--- src/rtl/mini_uart_pkg.sv ---
// Shared constants for the serial port: bus widths, register addresses,
// status bit positions and receiver state encoding.
package mini_uart_pkg;
    localparam int DATA_W  = 8;
    localparam int ADDR_W  = 2;
    localparam int OVS     = 4;                  // divided ticks per serial bit
    localparam int PHASE_W = $clog2(OVS);
    localparam int FRAME_W = DATA_W + 2;         // start + data + stop

    localparam logic [ADDR_W-1:0] ADDR_DATA = 2'd0;
    localparam logic [ADDR_W-1:0] ADDR_STAT = 2'd1;

    localparam int ST_TX_FREE = 0;
    localparam int ST_RX_FULL = 1;

    typedef enum logic [2:0] {
        RX_IDLE,
        RX_START,
        RX_DATA,
        RX_STOP,
        RX_HOLD
    } rx_state_t;
endpackage

--- src/rtl/mini_uart_tick.sv ---
// Bit-rate tick generator.
// Brings the asynchronous baud_clk into the clk domain, finds its rising
// edges and emits a one-cycle tick on every DIVISOR-th edge (0 acts as 1).
// Assumes clk runs at least four times faster than baud_clk.
module mini_uart_tick #(
    parameter int DIVISOR = 130
) (
    input  logic clk,
    input  logic rst_n,
    input  logic baud_clk,
    output logic tick
);
    localparam int DIV_EFF = (DIVISOR < 1) ? 1 : DIVISOR;
    localparam int CNT_W   = (DIV_EFF > 1) ? $clog2(DIV_EFF) : 1;

    logic [2:0]       bsync;   // [0],[1] synchroniser, [2] previous value
    logic             rise;
    logic [CNT_W-1:0] cnt;

    // Purpose: two-flop synchroniser plus one history flop for edge detect.
    always_ff @(posedge clk) begin
        if (!rst_n) bsync <= '0;
        else        bsync <= {bsync[1:0], baud_clk};
    end

    assign rise = bsync[1] & ~bsync[2];

    // Purpose: count synchronised edges and pulse tick at the divisor.
    always_ff @(posedge clk) begin
        if (!rst_n) begin
            cnt  <= '0;
            tick <= 1'b0;
        end else begin
            tick <= 1'b0;
            if (rise) begin
                if (cnt == CNT_W'(DIV_EFF - 1)) begin
                    cnt  <= '0;
                    tick <= 1'b1;
                end else begin
                    cnt <= cnt + 1'b1;
                end
            end
        end
    end

    p_tick_from_edge_r10: assert property (@(posedge clk) disable iff (!rst_n)
        tick |-> $past(rise));
endmodule

--- src/rtl/mini_uart_tx.sv ---
// Serial transmitter.
// A load while idle arms the transmitter. The frame starts on the next tick,
// so every bit, the start bit included, lasts exactly OVS ticks.
// A load while armed or busy is ignored; the top only loads when idle.
module mini_uart_tx
    import mini_uart_pkg::*;
(
    input  logic              clk,
    input  logic              rst_n,
    input  logic              tick,
    input  logic              load,
    input  logic [DATA_W-1:0] data,
    output logic              txd,
    output logic              idle
);
    logic               armed;
    logic               busy;
    logic [FRAME_W-1:0] shreg;
    logic [PHASE_W-1:0] phase;
    logic [3:0]         bitn;

    // Purpose: capture the byte, then shift one frame bit out every OVS ticks.
    always_ff @(posedge clk) begin
        if (!rst_n) begin
            armed <= 1'b0;
            busy  <= 1'b0;
            shreg <= '1;
            phase <= '0;
            bitn  <= '0;
        end else begin
            if (load && !armed && !busy) begin
                armed <= 1'b1;
                shreg <= {1'b1, data, 1'b0};
            end
            if (tick) begin
                if (armed) begin
                    armed <= 1'b0;
                    busy  <= 1'b1;
                    phase <= '0;
                    bitn  <= '0;
                end else if (busy) begin
                    if (phase == PHASE_W'(OVS - 1)) begin
                        phase <= '0;
                        shreg <= {1'b1, shreg[FRAME_W-1:1]};
                        if (bitn == 4'(FRAME_W - 1)) busy <= 1'b0;
                        else                         bitn <= bitn + 1'b1;
                    end else begin
                        phase <= phase + 1'b1;
                    end
                end
            end
        end
    end

    assign txd  = busy ? shreg[0] : 1'b1;
    assign idle = !armed && !busy;

    p_line_moves_on_tick_r3: assert property (@(posedge clk) disable iff (!rst_n)
        !$past(tick) |-> $stable(txd));
    p_idle_line_high_r4: assert property (@(posedge clk) disable iff (!rst_n)
        (idle && $past(idle)) |-> txd);
endmodule

--- src/rtl/mini_uart_rx.sv ---
// Serial receiver.
// Samples the synchronised line on each tick. A low sample starts a frame,
// which is confirmed one tick later. Each later bit is sampled OVS ticks after
// the previous one. A high stop bit delivers the byte through a one-cycle
// valid pulse. A low stop bit discards the byte and waits for the line to
// return high.
module mini_uart_rx
    import mini_uart_pkg::*;
(
    input  logic              clk,
    input  logic              rst_n,
    input  logic              tick,
    input  logic              rxd,
    output logic              valid,
    output logic [DATA_W-1:0] data
);
    logic [1:0]         rsync;
    logic               rxs;
    rx_state_t          state;
    logic [PHASE_W-1:0] phase;
    logic [2:0]         bitn;

    // Purpose: two-flop synchroniser for the asynchronous serial input.
    always_ff @(posedge clk) begin
        if (!rst_n) rsync <= '1;
        else        rsync <= {rsync[0], rxd};
    end

    assign rxs = rsync[1];

    // Purpose: frame state machine, run once per tick.
    always_ff @(posedge clk) begin
        if (!rst_n) begin
            state <= RX_IDLE;
            phase <= '0;
            bitn  <= '0;
            data  <= '0;
            valid <= 1'b0;
        end else begin
            valid <= 1'b0;
            if (tick) begin
                case (state)
                    RX_IDLE: begin
                        if (!rxs) begin
                            state <= RX_START;
                            phase <= '0;
                        end
                    end
                    RX_START: begin
                        if (rxs) begin
                            state <= RX_IDLE;
                        end else begin
                            state <= RX_DATA;
                            phase <= '0;
                            bitn  <= '0;
                        end
                    end
                    RX_DATA: begin
                        if (phase == PHASE_W'(OVS - 1)) begin
                            phase <= '0;
                            data  <= {rxs, data[DATA_W-1:1]};
                            if (bitn == 3'(DATA_W - 1)) state <= RX_STOP;
                            else                        bitn  <= bitn + 1'b1;
                        end else begin
                            phase <= phase + 1'b1;
                        end
                    end
                    RX_STOP: begin
                        if (phase == PHASE_W'(OVS - 1)) begin
                            phase <= '0;
                            if (rxs) begin
                                valid <= 1'b1;
                                state <= RX_IDLE;
                            end else begin
                                state <= RX_HOLD;
                            end
                        end else begin
                            phase <= phase + 1'b1;
                        end
                    end
                    default: begin
                        if (rxs) state <= RX_IDLE;
                    end
                endcase
            end
        end
    end

    p_deliver_on_high_stop_r9: assert property (@(posedge clk) disable iff (!rst_n)
        valid |-> ($past(rxs) && $past(tick)));
    p_single_valid_r5: assert property (@(posedge clk) disable iff (!rst_n)
        valid |=> !valid);
endmodule

--- src/rtl/mini_uart.sv ---
// Serial port top: bus registers, status flags and interrupt lines.
// Address 0 reads the receive holding register and writes the transmitter.
// Address 1 reads status: bit 0 means the transmitter is free, bit 1 means
// a byte is waiting. Accesses are acknowledged one cycle after the strobe.
module mini_uart
    import mini_uart_pkg::*;
#(
    parameter int DIVISOR = 130
) (
    input  logic              clk,
    input  logic              rst_n,
    input  logic [ADDR_W-1:0] bus_addr,
    input  logic [DATA_W-1:0] bus_wdata,
    output logic [DATA_W-1:0] bus_rdata,
    input  logic              bus_we,
    input  logic              bus_stb,
    output logic              bus_ack,
    output logic              irq_tx,
    output logic              irq_rx,
    input  logic              baud_clk,
    output logic              txd,
    input  logic              rxd
);
    logic              tick;
    logic              tx_idle;
    logic              tx_load;
    logic              rx_valid;
    logic [DATA_W-1:0] rx_byte;
    logic [DATA_W-1:0] rx_hold;
    logic              rx_full;
    logic              accept;
    logic              rd_data;
    logic [DATA_W-1:0] status;

    mini_uart_tick #(.DIVISOR(DIVISOR)) u_tick (
        .clk      (clk),
        .rst_n    (rst_n),
        .baud_clk (baud_clk),
        .tick     (tick)
    );

    mini_uart_tx u_tx (
        .clk   (clk),
        .rst_n (rst_n),
        .tick  (tick),
        .load  (tx_load),
        .data  (bus_wdata),
        .txd   (txd),
        .idle  (tx_idle)
    );

    mini_uart_rx u_rx (
        .clk   (clk),
        .rst_n (rst_n),
        .tick  (tick),
        .rxd   (rxd),
        .valid (rx_valid),
        .data  (rx_byte)
    );

    assign accept  = bus_stb && !bus_ack;
    assign tx_load = accept && bus_we && (bus_addr == ADDR_DATA) && tx_idle;
    assign rd_data = accept && !bus_we && (bus_addr == ADDR_DATA);

    // Purpose: assemble the status byte from the two flags.
    always_comb begin
        status             = '0;
        status[ST_TX_FREE] = tx_idle;
        status[ST_RX_FULL] = rx_full;
    end

    // Purpose: acknowledge and register read data for each accepted strobe.
    always_ff @(posedge clk) begin
        if (!rst_n) begin
            bus_ack   <= 1'b0;
            bus_rdata <= '0;
        end else begin
            bus_ack <= accept;
            if (accept && !bus_we) begin
                case (bus_addr)
                    ADDR_DATA: bus_rdata <= rx_hold;
                    ADDR_STAT: bus_rdata <= status;
                    default:   bus_rdata <= '0;
                endcase
            end
        end
    end

    // Purpose: receive holding register and its flag; a new byte wins a clear.
    always_ff @(posedge clk) begin
        if (!rst_n) begin
            rx_hold <= '0;
            rx_full <= 1'b0;
        end else if (rx_valid) begin
            rx_hold <= rx_byte;
            rx_full <= 1'b1;
        end else if (rd_data) begin
            rx_full <= 1'b0;
        end
    end

    assign irq_tx = tx_idle;
    assign irq_rx = rx_full;

    p_ack_one_cycle_r2: assert property (@(posedge clk) disable iff (!rst_n)
        bus_ack |=> !bus_ack);
    p_ack_after_stb_r2: assert property (@(posedge clk) disable iff (!rst_n)
        bus_ack |-> $past(bus_stb));
    p_write_takes_tx_r3: assert property (@(posedge clk) disable iff (!rst_n)
        (accept && bus_we && bus_addr == ADDR_DATA && irq_tx) |=> !irq_tx);
    p_read_clears_rx_r6: assert property (@(posedge clk) disable iff (!rst_n)
        (rd_data && !rx_valid) |=> !irq_rx);
endmodule

--- config.mk ---
export PLATFORM = sky130hd
export DESIGN_NAME = mini_uart
export DESIGN_NICKNAME = d
export VERILOG_FILES = /design/src/rtl/mini_uart_pkg.sv /design/src/rtl/mini_uart_tick.sv /design/src/rtl/mini_uart_tx.sv /design/src/rtl/mini_uart_rx.sv /design/src/rtl/mini_uart.sv
export SDC_FILE = /design/constraint.sdc
export NUM_CORES = 1
export LEC_CHECK = 0
export BUFFER_PORTS_ARGS = -buffer_cell sky130_fd_sc_hd__buf_4
export CAP_MARGIN = 20
export CORE_AREA = 8 8 97 99
export CTS_CLUSTER_DIAMETER = 60
export DETAILED_ROUTE_END_ITERATION = 10
export DIE_AREA = 0 0 105 107
export PLACE_DENSITY = 0.63
export SLEW_MARGIN = 15
export SYNTH_ARGS = -nofsm -noshare
export SYNTH_HDL_FRONTEND = slang
export SYNTH_SLANG_ARGS = --single-unit
--- constraint.sdc ---
create_clock -name clk -period 3.55 [get_ports clk]
set_input_delay 0.355 -clock clk [delete_from_list [all_inputs] [get_ports clk]]
set_output_delay 0.355 -clock clk [all_outputs]
set_load 0.02 [all_outputs]
# After elaboration in Yosys (flattened, before gate mapping)
# Index checks and enable logic that the tools add are counted.
word_totals:
  ff_bits: 67
  elab_cells: 114
  input_bits: 16
op_classes:
  n_bitwise: 2
  n_mux: 41
  add_sub_neg: 5
  n_eq_ne: 17
  n_reduce_logical: 31
ops:
  columns: ["cell", "count"]
  rows:
  - ["$mux W10", 5]
  - ["$mux W3", 9]
  - ["$mux W4", 4]
  - ["$pmux W8 S2", 1]
  - ["$mux W1", 12]
  - ["$mux W2", 6]
  - ["$pmux W3 S4", 1]
  - ["$reduce_bool A2 Y1", 5]
  - ["$logic_and A1 B1 Y1", 9]
  - ["$add A8 B1 Y8 const B", 1]
  - ["$eq A8 B8 Y1 const B", 1]
  - ["$mux W8", 1]
  - ["$ne A2 B1 Y1 const B", 4]
  - ["$ne A2 B2 Y1 const B", 4]
  - ["$reduce_and A4 Y1", 2]
  - ["$eq A3 B2 Y1 const B", 2]
  - ["$pmux W3 S2", 1]
  - ["$reduce_and A3 Y1", 2]
  - ["$reduce_and A6 Y1", 1]
  - ["$reduce_and A5 Y1", 1]
  - ["$reduce_bool A5 Y1", 1]
  - ["$add A2 B1 Y2 const B", 2]
  - ["$add A4 B1 Y4 const B", 1]
  - ["$eq A2 B2 Y1 const B", 2]
  - ["13 further kinds", 18]

# Longest topological paths before layout
logic_depth:
  word_depth: 12
  ltp_mapped: 6
  depth_no_buf: 5

# Modules after synthesis
# From an unflattened synthesis, not the netlist that was laid out.
hier_totals:
  cells_unflattened: 314
  hier_area_um2: 3015.4
modules_own_cells:
  columns: ["mod", "seq_area_each_um2", "instances", "cells_each", "area_each_um2"]
  rows:
  - ["mini_uart_tx", 360.3, 1, 102, 958.4]
  - ["mini_uart_rx", 380.4, 1, 86, 810.8]
  - ["mini_uart", 360.3, 1, 71, 714.4]
  - ["mini_uart_tick", 240.2, 1, 55, 531.8]

# Worst setup path after synthesis
# OpenSTA, ideal clock, no wires.
synth_path:
  kind: "reg2reg"
  startpoint: "register bus_ack"
  endpoint: "register u_tx.shreg[1]"
  n_path_buf: 1
  arrival_ns: 1.393
  setup_slack_ns: 2.024
  required_ns: 3.417
  path_stages_with_launch: 5
  path_cell_list: "dfxtp_1 > or4b_1 > buf_2 > nor4_1 > nor3_1"
synth_via:
  elab_chain_len: 12
synth_lines:
  columns: ["item", "line", "rtl"]
  rows:
  - ["start, declared", "mini_uart.sv:17", "output logic bus_ack,"]
  - ["start signal, assigned", "mini_uart.sv:78", "bus_ack <= accept;"]
  - ["$logic_not A1 Y1 *", "mini_uart.sv:61", "assign accept = bus_stb && !bus_ack;"]
  - ["$logic_and A1 B1 Y1 *", "mini_uart.sv:61", null]
  - ["$logic_and A1 B1 Y1 * (3 in a row)", "mini_uart.sv:62", "assign tx_load = accept && bus_we && (bus_addr == ADDR_DATA) && tx_idle;"]
  - ["$logic_and A1 B1 Y1 * (2 in a row)", "mini_uart_tx.sv:31", "if (load && !armed && !busy) begin"]
  - ["$mux W10 *", "mini_uart_tx.sv:31", null]
  - ["$mux W10", "mini_uart_tx.sv:42", "if (phase == PHASE_W'(OVS - 1)) begin"]
  - ["$mux W10", "mini_uart_tx.sv:41", "end else if (busy) begin"]
  - ["$mux W10", "mini_uart_tx.sv:36", "if (armed) begin"]
  - ["$mux W10 *", "mini_uart_tx.sv:35", "if (tick) begin"]
  - ["end signal, assigned", "mini_uart_tx.sv:33", "shreg <= {1'b1, data, 1'b0};"]
  - ["end signal, assigned", "mini_uart_tx.sv:44", "shreg <= {1'b1, shreg[FRAME_W-1:1]};"]
  - ["end, declared", "mini_uart_tx.sv:18", "logic [FRAME_W-1:0] shreg;"]
# Mark *: on every way between the ends. The rest lies on a longest branch, timed or not.
# A chain may end at the register's enable or synchronous reset.

# Worst setup path after layout
layout_path:
  startpoint: "register u_tick.tick"
  endpoint: "register u_tx.shreg[1]"
layout_via:
  elab_chain_len: 1
layout_lines:
  columns: ["item", "line", "rtl"]
  rows:
  - ["start, declared", "mini_uart_tick.sv:11", "output logic tick"]
  - ["start signal, assigned", "mini_uart_tick.sv:32", "tick <= 1'b0;"]
  - ["start signal, assigned", "mini_uart_tick.sv:34", "tick <= 1'b0;"]
  - ["start signal, assigned", "mini_uart_tick.sv:38", "tick <= 1'b1;"]
  - ["$mux W10", "mini_uart_tx.sv:35", null]
# No other way between the ends.

==> flow_summary.toml <==
[logic_synthesis]
synthTopCellsByArea = "dfxtp_1 44%, nand2b_1 5.1%, a21oi_1 5.1%, nor2_1 3.8%, mux2i_1 3.6%"
synth-edff-count = 0
synth_top_area_share = 0.438
synth.cell_area_mm2 = 0.00306
seq_area_frac_synth = 0.438
synth_flop_cell = "dfxtp_1"
synthCells = 349
synth.largest_area_cell = "dfxtp_1"
ys_ff_latch = 67
ys_top_cells_by_count = "67 x dfxtp_1, 31 x a21oi_1, 31 x nor2_1, 25 x nand2b_1"
avgSynthCellArea_um2 = 8.77
ys_types = 53
async_flop_share = 0
syn-num-nets = 373
yosysMostFrequentCell = "dfxtp_1"
ys_warn_count = 0

[power]
ir_drop_uv = 264
power.density_mw_per_mm2 = 467
p_leak_nw = 1.24

[clock_tree]
root_buffer = "clkbuf_8"
cts_tree = "done"
numCtsBuffers = 9
clkTransAtPathRegs_ns = 0.08
clock_latency_ns = 0.33
cts_max_path_buffers = 2
cts.sinks = 67
ctsResizeCount = 0
cts_setup_buffers = 0
htreeDepth = 3
ctsHoldBuffers = 0

[route]
vias = 2495
dr.pass1.iters = 4
wire_per_inst_um = 13.6
antenna_left = 0
drtIter0Drc = 130
via_per_inst = 5.26
drc = 0
drt_wl_total_um = 6430

[timing]
worstMarginPinSlew_ns = 0.815
timing.hold.ws_ns = 0.201
hold_violations = 0
setup_tns_ns = 0
maxSlewViolCount = 0
final.setup_skew_ns = 0.00921
max_freq_mhz = 540
min_period_over_period = 0.522
maxSlewHeadroom = 0.449
rsz0062_at_grt = "no"
setup_viol = 0
finalCriticalPeriod_ns = 1.85

[floorplan]
io_pins = 28
dieArea_mm2 = 0.0112
die_h_um = 107
die_x_um = 105
core-area_mm2 = 0.00793
start_util = 0.386
rows = 33

[min_path]
min_path_type = "in2reg"
min_from = "rxd"

[global_route]
antenna_found_initial = 0
grt_pass1_wl_um = 11000
grt_max_degree = 34
overflow = 0
grtUsageTotal = 0.116
grt_pass1_vias = 2375

[worst_setup_path]
cp-startpoint = "u_tick.tick"
worstPathArrival_ns = 2.10
r2r_start = "u_tick.tick"
cp-end-kind = "register"
crit_type = "reg2reg"
worst-path-max-fanout = 18
worstPathRequired_ns = 3.80
reg2reg_slack_ns = 1.70
start_kind = "register"

[cells_and_area]
fin_cells = 474
insertedDiodeCount = 0
seqCellArea_mm2 = 0.00134
finish.net_count = 388
areaGrowthSynthToFinish_pct = 16.3
nFillCells = 786
multiInputGateArea_mm2 = 0.00158
drive_gt1_frac = 0.133
final_util = 0.449

[place]
place_hpwl_um = 4360
place_inst = 458
portBuffers = 27
globalplace.congestion = 0.769

[job]
max_cap_viol_count = 0

[outcome]
outcome = "completed"
[kinds of logic (layout without fill, tap and decap cells)]
| logic type | after synthesis | after routing | synth area share |
|---|---|---|---|
| AND/OR/NAND/NOR | 150 | 150 | 0.279 |
| adder cells (fa/ha/maj) | 8 | 8 | 0.0327 |
| multiplexers | 11 | 11 | 0.0360 |
| flip-flops | 67 | 67 | 0.438 |
| XOR/XNOR | 2 | 2 | 0.00572 |
| AO/OA/AOI/OAI | 79 | 79 | 0.163 |
| buffers and inverters | 32 | 52 | 0.0454 |
[final timing paths]
path | to | depth (start not counted)
min | u_rx.rsync[0] | 2
max | u_tx.shreg[1] | 3
max reg2reg | u_tx.shreg[1] | 3
min reg2reg | u_rx.rsync[1] | 1
[registers in the layout (all words and copies together), names as in the netlist, 2 cells and up]
name and cells:
u_tx.bitn 4, u_rx.rsync 2, u_tx.phase 2, rx_hold 8
u_tick.cnt 8, u_tick.bsync 3, u_rx.phase 2, u_rx.state 3
u_rx.bitn 3, u_tx.shreg 10, u_rx.data 8, bus_rdata 8
[routing by layer]
metal | vias up | wire, um | track usage
met5 | - | 0 | 0
li1 | 1295 | - | -
met2 | 36 | 2680 | 0.172
met4 | 0 | 55 | 0.0459
met3 | 6 | 211 | 0.0264
met1 | 1158 | 3480 | 0.157
[per-stage QoR]
stage,power [mW],setup slack (ns),area [um^2]
floorplan,0.823,2.02,3060
global placement,0.847,1.77,3290
detailed placement,0.848,1.75,3290
CTS,1.68,1.74,3560
global route,1.72,1.55,3560
finish,1.66,1.70,3560
[layout by cell type (no fill, tap or decap), drive strengths merged, types with 4 or more instances in the layout]
cell type,Yosys,final
a211oi,8,8
a21oi,31,31
and2,4,4
buf,11,28
bufinv,0,4
clkbuf,13,10
dfxtp,67,67
ha,8,8
inv,7,7
mux2i,11,11
nand2,18,18
nand2b,25,25
nand3,18,18
nand4b,5,5
nor2,31,31
nor3,4,4
nor3b,5,5
nor4,9,9
nor4bb,4,4
o21ai,17,17
or3,7,7
or3b,4,4
[where the power goes]
| part | total, mW | switching [mW] | internal [mW] |
|---|---|---|---|
| Sequential | 0.765 | 0.00663 | 0.758 |
| Clock | 0.833 | 0.292 | 0.541 |
| Combinational | 0.0655 | 0.0364 | 0.0291 |
[critical path, cell delays in order, from the launching register on]
cell       delay [ns]
dfxtp_1          0.71
and4b_1          0.69
a2111oi_0        0.15
nor3_1           0.22
[final cells by class]
| class | count | share of cell area |
|---|---|---|
| multi-input cells | 250 | 0.444 |
| flip-flops and latches | 67 | 0.377 |
| repair buffers | 28 | 0.0591 |
| clock inverters | 6 | 0.0387 |
| well taps | 105 | 0.0369 |
| clock buffers | 10 | 0.0359 |
| inverters | 8 | 0.00844 |
(Power assumes the default switching activity.)
